## src/rtl/pmu_pkg.sv

```systemverilog
package pmu_pkg;
  localparam int CTRL_W   = 32;
  localparam int CODE_W   = 8;
  localparam int N_EVT    = 1 << CODE_W;

  localparam logic [1:0] ADDR_CTRL = 2'd0;
  localparam logic [1:0] ADDR_CYC  = 2'd1;
  localparam logic [1:0] ADDR_EV0  = 2'd2;
  localparam logic [1:0] ADDR_EV1  = 2'd3;

  localparam int B_RUN     = 0;
  localparam int B_CLR_EV  = 1;
  localparam int B_CLR_CYC = 2;
  localparam int B_DIV     = 3;
  localparam int B_IE_LO   = 4;   // ev0, ev1, cyc
  localparam int B_OV_LO   = 8;   // ev0, ev1, cyc
  localparam int SEL1_LO   = 12;
  localparam int SEL0_LO   = 20;

  localparam logic [CODE_W-1:0] CODE_IDLE   = 8'h20;
  localparam logic [CODE_W-1:0] CODE_CYCLES = 8'hFF;
endpackage

```

## src/rtl/pmu_evt_pick.sv

```systemverilog
module pmu_evt_pick
  import pmu_pkg::*;
(
  input  logic [CODE_W-1:0] code,
  input  logic [N_EVT-1:0]  evt_in,
  output logic              hit
);
  always_comb begin
    if (code == CODE_CYCLES)    hit = 1'b1;
    else if (code == CODE_IDLE) hit = 1'b0;
    else                        hit = evt_in[code];
  end
endmodule

```

## src/rtl/pmu_counter.sv

```systemverilog
module pmu_counter #(
  parameter int W = 32
) (
  input  logic         clk,
  input  logic         rst,
  input  logic         clr,
  input  logic         load,
  input  logic [W-1:0] load_val,
  input  logic         inc,
  output logic [W-1:0] value,
  output logic         wrap
);
  // a wrap only counts when the increment is actually taken
  assign wrap = inc && (&value) && !clr && !load;

  always_ff @(posedge clk) begin
    if (rst)       value <= '0;
    else if (clr)  value <= '0;
    else if (load) value <= load_val;
    else if (inc)  value <= value + 1'b1;
  end
endmodule

```

## src/rtl/perf_mon.sv

```systemverilog
module perf_mon
  import pmu_pkg::*;
#(
  parameter int CNT_W    = 32,
  parameter int DIV_LOG2 = 6
) (
  input  logic                clk,
  input  logic                rst,
  input  logic                wr_en,
  input  logic [1:0]          wr_addr,
  input  logic [CTRL_W-1:0]   wr_data,
  input  logic [1:0]          rd_addr,
  output logic [CTRL_W-1:0]   rd_data,
  input  logic [N_EVT-1:0]    evt_in,
  output logic                irq
);
  localparam int N_CNT = 3;
  localparam int I_CYC = 2;

  logic                    run_q, div_q;
  logic [N_CNT-1:0]        ie_q, ov_q, wrap;
  logic [1:0][CODE_W-1:0]  sel_q;
  logic [1:0][CNT_W-1:0]   ev_val;
  logic [CNT_W-1:0]        cyc_val;
  logic [DIV_LOG2-1:0]     pre_q;
  logic                    ctrl_wr, clr_ev, clr_cyc, cyc_inc;
  logic [CTRL_W-1:0]       ctrl_rd;

  assign ctrl_wr = wr_en && (wr_addr == ADDR_CTRL);
  assign clr_ev  = ctrl_wr && wr_data[B_CLR_EV];
  assign clr_cyc = ctrl_wr && wr_data[B_CLR_CYC];

  // event counters
  for (genvar g = 0; g < 2; g++) begin : g_ev
    localparam int         LO     = (g == 0) ? SEL0_LO : SEL1_LO;
    localparam logic [1:0] MY_ADR = (g == 0) ? ADDR_EV0 : ADDR_EV1;
    logic hit;

    always_ff @(posedge clk) begin
      if (rst)          sel_q[g] <= '0;
      else if (ctrl_wr) sel_q[g] <= wr_data[LO +: CODE_W];
    end

    pmu_evt_pick pick_i (
      .code   (sel_q[g]),
      .evt_in (evt_in),
      .hit    (hit)
    );

    pmu_counter #(.W(CNT_W)) cnt_i (
      .clk      (clk),
      .rst      (rst),
      .clr      (clr_ev),
      .load     (wr_en && (wr_addr == MY_ADR)),
      .load_val (wr_data[CNT_W-1:0]),
      .inc      (run_q && hit),
      .value    (ev_val[g]),
      .wrap     (wrap[g])
    );
  end

  // cycle counter with optional prescale
  always_ff @(posedge clk) begin
    if (rst || clr_cyc)     pre_q <= '0;
    else if (run_q && div_q) pre_q <= pre_q + 1'b1;
  end

  assign cyc_inc = run_q && (!div_q || (&pre_q));

  pmu_counter #(.W(CNT_W)) cyc_i (
    .clk      (clk),
    .rst      (rst),
    .clr      (clr_cyc),
    .load     (wr_en && (wr_addr == ADDR_CYC)),
    .load_val (wr_data[CNT_W-1:0]),
    .inc      (cyc_inc),
    .value    (cyc_val),
    .wrap     (wrap[I_CYC])
  );

  // control fields and sticky flags
  always_ff @(posedge clk) begin
    if (rst) begin
      run_q <= 1'b0;
      div_q <= 1'b0;
      ie_q  <= '0;
    end else if (ctrl_wr) begin
      run_q <= wr_data[B_RUN];
      div_q <= wr_data[B_DIV];
      ie_q  <= wr_data[B_IE_LO +: N_CNT];
    end
  end

  for (genvar i = 0; i < N_CNT; i++) begin : g_ov
    always_ff @(posedge clk) begin
      if (rst)                                  ov_q[i] <= 1'b0;
      else if (wrap[i])                         ov_q[i] <= 1'b1;
      else if (ctrl_wr && wr_data[B_OV_LO + i]) ov_q[i] <= 1'b0;
    end
  end

  always_ff @(posedge clk) begin
    if (rst) irq <= 1'b0;
    else     irq <= |(ov_q & ie_q);
  end

  // read path
  always_comb begin
    ctrl_rd = '0;
    ctrl_rd[B_RUN]               = run_q;
    ctrl_rd[B_DIV]               = div_q;
    ctrl_rd[B_IE_LO +: N_CNT]    = ie_q;
    ctrl_rd[B_OV_LO +: N_CNT]    = ov_q;
    ctrl_rd[SEL0_LO +: CODE_W]   = sel_q[0];
    ctrl_rd[SEL1_LO +: CODE_W]   = sel_q[1];
  end

  always_ff @(posedge clk) begin
    if (rst) rd_data <= '0;
    else begin
      rd_data <= '0;
      case (rd_addr)
        ADDR_CTRL: rd_data <= ctrl_rd;
        ADDR_CYC:  rd_data[CNT_W-1:0] <= cyc_val;
        ADDR_EV0:  rd_data[CNT_W-1:0] <= ev_val[0];
        default:   rd_data[CNT_W-1:0] <= ev_val[1];
      endcase
    end
  end

  logic unused_wr_bits;
  assign unused_wr_bits = &{1'b0, wr_data[31:28], wr_data[11], wr_data[7]};
endmodule

```

## config.mk

```make
export PLATFORM = sky130hd
export DESIGN_NAME = perf_mon
export DESIGN_NICKNAME = d
export VERILOG_FILES = /design/src/rtl/pmu_pkg.sv /design/src/rtl/pmu_evt_pick.sv /design/src/rtl/pmu_counter.sv /design/src/rtl/perf_mon.sv
export SDC_FILE = /design/constraint.sdc
export NUM_CORES = 1
export LEC_CHECK = 0
export BUFFER_PORTS_ARGS = -buffer_cell sky130_fd_sc_hd__buf_2
export CAP_MARGIN = 20
export CORE_AREA = 10 10 189 191
export CTS_CLUSTER_DIAMETER = 60
export CTS_CLUSTER_SIZE = 25
export DETAILED_ROUTE_END_ITERATION = 8
export DIE_AREA = 0 0 199 201
export PLACE_DENSITY = 0.69
export SLEW_MARGIN = 5
export SYNTH_ARGS = -nofsm -noshare
export SYNTH_HDL_FRONTEND = slang
export SYNTH_SLANG_ARGS = --single-unit
```

## constraint.sdc

```tcl
create_clock -name clk -period 7.45 [get_ports clk]
set_clock_uncertainty 0.15 [all_clocks]
set_input_delay 1.49 -clock clk [delete_from_list [all_inputs] [get_ports clk]]
set_output_delay 1.49 -clock clk [all_outputs]
set_load 0.005 [all_outputs]
```

; After elaboration in Yosys (flattened, before gate mapping)
; Index checks and enable logic that the tools add are counted.
[totals]
reg_bits = 159
inputBits = 295
elab_cells = 96
[classes]
addsub = 4
magnitude_cmp = 2
n_eq_ne = 9
muxes = 21
n_bitwise = 1
n_reduce_logical = 45
[ops]
columns = cell, n
row1 = 2-to-1 mux 32 bit, 6
row2 = "adder 32 x 1 -> 32 bit, second input constant", 3
row3 = case mux 32 bit (3 select lines), 1
row4 = AND reduction 32 bit, 3
row5 = logical AND 1 bit, 22
row6 = "less-than comparator 8 x 9 -> 1 bit, second input constant", 2
row7 = binary-select mux 1 bit (select 8 bit), 2
row8 = "equality test 8 x 6 -> 1 bit, second input constant", 2
row9 = "equality test 8 bit, second input constant", 2
row10 = 2-to-1 mux 1 bit, 12
row11 = nonzero test 2 bit, 6
row12 = "adder 6 x 1 -> 6 bit, second input constant", 1
row13 = "equality test 2 bit, second input constant", 3
row14 = zero test 1 bit, 6
row15 = AND reduction 6 bit, 1
row16 = "equality test 2 x 1 -> 1 bit, second input constant", 2
row17 = zero test 2 bit, 2
row18 = OR reduction 2 bit, 2
row19 = bitwise AND 3 bit, 1
row20 = OR reduction 3 bit, 1
row21 = logical OR 1 bit, 2

; Depth between registers and ports, before layout
[depth]
depth_word = 9
depth_mapped = 15

; Cells and area by module
; From an unflattened synthesis, not the netlist that was laid out.
[hier_totals]
cells_unflattened = 1363
hier_area_um2 = 13045.0
[by_module_without_submodules]
columns = module, instances, cells_each, area_each_um2
row1 = pmu_counter, 3, 230, 1881.8
row2 = pmu_evt_pick, 2, 203, 2297.2
row3 = perf_mon, 1, 267, 2805.2

; Worst setup path after synthesis
; OpenSTA, ideal clock, no wires.
[synth_path]
path_kind = input to register
from = input port evt_in[130]
to = register g_ev[1].cnt_i.value[16]
t_arrival_ns = 3.832
t_required_ns = 7.214
setup_slack_ns = 3.383
stages = 11
n_path_buf = 1
cell_sequence = mux4_1 nor2b_1 a2111oi_0 a31oi_1 and4_1 o22a_1 nor3_2 buf_6 nor2_1 xnor2_1 a211oi_1
[synth_via]
elab_chain_len = 6
[synth_lines]
columns = element, line
row1 = from (decl), perf_mon.sv:14  ; input logic [N_EVT-1:0] evt_in,
row2 = binary-select mux 1 bit (select 8 bit), pmu_evt_pick.sv:11  ; else hit = evt_in[code];
row3 = 2-to-1 mux 1 bit (implied by the code), pmu_evt_pick.sv:11
row4 = 2-to-1 mux 1 bit, pmu_evt_pick.sv:10  ; else if (code == CODE_IDLE) hit = 1'b0;
row5 = 2-to-1 mux 1 bit, pmu_evt_pick.sv:9  ; if (code == CODE_CYCLES) hit = 1'b1;
row6 = logical AND 1 bit, perf_mon.sv:56  ; .inc (run_q && hit),
row7 = nonzero test 2 bit (no source line), --
row8 = to (signal assigned), pmu_counter.sv:19  ; else if (load) value <= load_val;
row9 = to (signal assigned), pmu_counter.sv:20  ; else if (inc) value <= value + 1'b1;
row10 = to (decl), pmu_counter.sv:10  ; output logic [W-1:0] value,
; Every way passes these cells. The select of a mux whose other input is x is not followed.
; A chain may end at the register's enable or synchronous reset.

; Worst setup path after layout
[layout_path]
from = register sel_q (netlist bit ctrl_rd[12])
to = register ov_q[1] (netlist: ctrl_rd[9])
[layout_via]
elab_chain_len = 9
elab_cells_between_ends = 12
[layout_lines]
columns = element, line
row1 = from (decl), perf_mon.sv:22  ; logic [1:0][CODE_W-1:0] sel_q;
row2 = "from (signal, indexed assignment)", perf_mon.sv:41  ; else if (ctrl_wr) sel_q[g] <= wr_data[LO +: CODE_W];
row3 = binary-select mux 1 bit (select 8 bit), pmu_evt_pick.sv:11
row4 = 2-to-1 mux 1 bit (implied by the code), pmu_evt_pick.sv:11
row5 = 2-to-1 mux 1 bit, pmu_evt_pick.sv:10
row6 = 2-to-1 mux 1 bit (*), pmu_evt_pick.sv:9
row7 = logical AND 1 bit (*), perf_mon.sv:56
row8 = logical AND 1 bit (*) (3 in a row), pmu_counter.sv:14  ; assign wrap = inc && (&value) && !clr && !load;
row9 = 2-to-1 mux 1 bit / nonzero test 2 bit (equally long branches), --
row10 = "to (signal, indexed assignment)", perf_mon.sv:96  ; if (rst) ov_q[i] <= 1'b0;
row11 = "to (signal, indexed assignment)", perf_mon.sv:97  ; else if (wrap[i]) ov_q[i] <= 1'b1;
row12 = "to (signal, indexed assignment)", perf_mon.sv:98  ; else if (ctrl_wr && wr_data[B_OV_LO + i]) ov_q[i] <= 1'b0;
row13 = to (decl), perf_mon.sv:21  ; logic [N_CNT-1:0] ie_q, ov_q, wrap;
; Every way passes the cells marked *; elsewhere a longest branch is shown, timed or not. The select of a mux whose other input is x is not followed.

==> impl_metrics.env <==
export IMPL_slew_violations=0
export IMPL_cts_sinks=159
export IMPL_routed_wl_um=48300
export IMPL_rows=66
export IMPL_power_mw=2.39
export IMPL_synthesis_area_um2=12500
export IMPL_die_w_um=199
export IMPL_grt_pass1_vias=12000
export IMPL_finalCritPeriodShare=0.595
export IMPL_cp_cell_sequence="buf_4, mux4_2, and2b_1, a2111oi_0, a2111oi_0, a22oi_1, a311oi_2, nor3_2, buf_4, or4b_2, a21oi_1"
export IMPL_path_buf_inv=2
export IMPL_yosysTopAreaCellShare=0.254
export IMPL_initial_core_util=0.391
export IMPL_synth_fp_nets=1577
export IMPL_synth_top_family_by_area="multiplexers"
export IMPL_pin_count=328
export IMPL_powerDensity_nw_per_um2=160
export IMPL_whs_path_depth=2
export IMPL_slew_headroom=0.283
export IMPL_cts_max_level=4
export IMPL_whs_ns=0.334
export IMPL_synth_compound_area_share=0.139
export IMPL_cts_setup_buffers=0
export IMPL_vias_per_cell=6.13
export IMPL_synth_simple_gate_area_frac=0.169
export IMPL_ys_seq_area_frac=0.254
export IMPL_coreArea_um2=32000
export IMPL_ys_flop_type="dfxtp_1"
export IMPL_synth_edf_count=0
export IMPL_arrival_ns=4.65
export IMPL_numCtsBuffers=17
export IMPL_synth_avg_cell_area_um2=9.81
export IMPL_synth_cell_types=68
export IMPL_critPathKind="reg2reg"
export IMPL_nets=1828
export IMPL_ff2ff_path_depth=11
export IMPL_die_h_um=201
export IMPL_grt_ovfl_total=0
export IMPL_port_buffers=327
export IMPL_synth_warnings=0
export IMPL_muxShareOfSynthArea=0.314
export IMPL_synth_adder_area_share=0.00399
export IMPL_cp_start_kind="register"
export IMPL_cts_hold_buf=0
export IMPL_fillers=3063
export IMPL_tns_ns=0
export IMPL_crit_family="compound AO/OA/AOI/OAI gates"
export IMPL_drt_iter0_drc=1103
export IMPL_p_leak_nw=5.40
export IMPL_cp_end_kind="register"
export IMPL_grt_first_pass_wirelength_um=72800
export IMPL_first_pass_iters=5
export IMPL_place_gp_congestion=0.940
export IMPL_via_count=12000
export IMPL_setup_violations=0
export IMPL_ir_worst_vdd_mv=0.169
export IMPL_clkLatencyLatePin_ns=0.44
export IMPL_postCtsResizedCells=0
export IMPL_async_flop_share=0
export IMPL_rsz0062_at_grt="false"
export IMPL_hp_class="reg2reg"
export IMPL_antenna_found_initial=10
export IMPL_cts_tree="built"
export IMPL_final_hold_viol_count=0
export IMPL_clk_pin_slew_worst_paths_ns=0.06
export IMPL_ys_ff_latch=159
export IMPL_grt_max_degree=66
export IMPL_hpwl_um=36900
export IMPL_routedWlPerCell_um=24.7
export IMPL_root_buffer="clkbuf_16"
export IMPL_cp_max_fo=40
export IMPL_clock_path_buffers=2
export IMPL_crit_path_max_incr_delay_ns=0.73
export IMPL_synthCells=1278
export IMPL_grt_total_usage=0.234
export IMPL_crit_slowest_cell="dfxtp_2"
export IMPL_fmax_ghz=0.226
export IMPL_drv_cap=0
export IMPL_postRouteAntennaNets=0
export IMPL_period_minus_slack_ns=4.43
export IMPL_yosysTopAreaCell="dfxtp_1"
export IMPL_synthXorXnorAreaFrac=0.0664
export IMPL_dieArea_um2=40000
export IMPL_drive_gt1_frac=0.348
export IMPL_tightest_slew_ns=1.07
export IMPL_outcome="finished, final reports clean"
export IMPL_areaGrowthSynthToFinish_pct=19.2
export IMPL_cp_data_required_time_ns=7.66
export IMPL_path_depth=11
export IMPL_post_route_drc_count=0
export IMPL_yosys_top_cells_area="dfxtp_1 (25%), mux4_2 (21%), mux4_1 (4.4%), mux2i_1 (4.4%), xnor2_1 (3.9%)"
[path summary, 6_finish.rpt]
| path | from | end | slack (ns) |
|---|---|---|---|
| worst min register to register | ie_q[0] | ie_q[0] | 0.33 |
| worst min-delay path | ie_q[0] | ie_q[0] | 0.33 |
| worst max-delay path | ctrl_rd[12] | ctrl_rd[9] | 3.02 |
| worst max register to register | ctrl_rd[12] | ctrl_rd[9] | 3.02 |
[layer usage]
layer,GRT usage,up-vias,routed length (um)
met2,0.393,577,23800
met5,0,-,57
li1,-,5415,-
met1,0.282,5918,18700
met4,0.0940,8,1390
met3,0.0520,90,4340
[synth_stat cells (21+ instances only)]
master and n:
xnor2_1 56, clkbuf_1 55, xor2_1 39, nand2_1 113, mux4_2 118, a21oi_1 92, nand3_1 40, nor2_1 88
a22oi_1 25, and3_1 29, mux4_1 21, nor2b_1 42, nand4_1 21, dfxtp_1 159, a211oi_1 46, o21ai_0 68
mux2i_1 55
[worst reg2reg max path: cells and delay by family, from the launching register on]
| kind | cells | cell delay [ns] |
|---|---|---|
| AO/OA/AOI/OAI | 5 | 1.36 |
| buffers and inverters | 2 | 0.86 |
| flip-flops | 1 | 0.73 |
| multiplexers | 1 | 0.40 |
| AND/OR/NAND/NOR | 3 | 0.87 |
[flip-flops by register name, indices dropped and copies added (netlist names)]
| signal | flops |
|---|---|
| irq | 1 |
| pre_q | 6 |
| rd_data | 32 |
| div_q | 1 |
| cyc_i.value | 32 |
| ie_q | 3 |
| g_ev.cnt_i.value | 64 |
| run_q | 1 |
| ctrl_rd | 19 |
[final cells by class]
type,instances,area (um2),area share
Clock buffer,20,478,0.0320
Tap cell,408,510,0.0342
Multi-Input combinational cell,995,8700,0.582
Sequential cell,159,3200,0.214
Antenna cell,10,25.0,0.00167
Inverter,10,37.5,0.00251
Timing Repair Buffer,346,1790,0.120
Clock inverter,12,204,0.0137
[report_power, final]
| part | internal [mW] | total [mW] | switching [mW] | leakage (nW) |
|---|---|---|---|---|
| Clock | 0.634 | 0.999 | 0.365 | 0.324 |
| Combinational | 0.227 | 0.452 | 0.224 | 3.78 |
| Sequential | 0.886 | 0.938 | 0.0514 | 1.30 |
| Total | 1.75 | 2.39 | 0.641 | 5.40 |
[cell usage in the layout (no fill, tap or decap), drive strengths merged, types with 11 or more instances in the layout]
cell type / n
a211oi: 46
a21oi: 92
a22oi: 25
and3: 29
buf: 346
clkbuf: 20
dfxtp: 159
inv: 11
mux2: 16
mux2i: 55
mux4: 139
nand2: 113
nand3: 42
nand4: 21
nor2: 89
nor2b: 42
nor3: 18
o21ai: 68
xnor2: 56
xor2: 39
[logic make-up (layout without fill, tap and decap cells)]
family / count (synthesis) / count (layout)
buffers and inverters: 124 / 388
AND/OR/NAND/NOR: 410 / 410
multiplexers: 210 / 210
flip-flops: 159 / 159
AO/OA/AOI/OAI: 276 / 276
other: 0 / 10
XOR/XNOR: 95 / 95
adder cells (fa/ha/maj): 4 / 4
[stage by stage]
step / util / cell area, um2 / setup WS, ns / cells
final: 0.466 / 14900 / 3.02 / 1960
after detailed placement: 0.444 / 14200 / 2.75 / 1917
after global placement: 0.444 / 14200 / 2.75 / 1917
after floorplan: - / 12500 / 3.38 / 1278
after CTS: 0.465 / 14900 / 2.98 / 1949
after global routing: 0.466 / 14900 / 2.75 / 1955
Power figures use the tool's default switching activity.
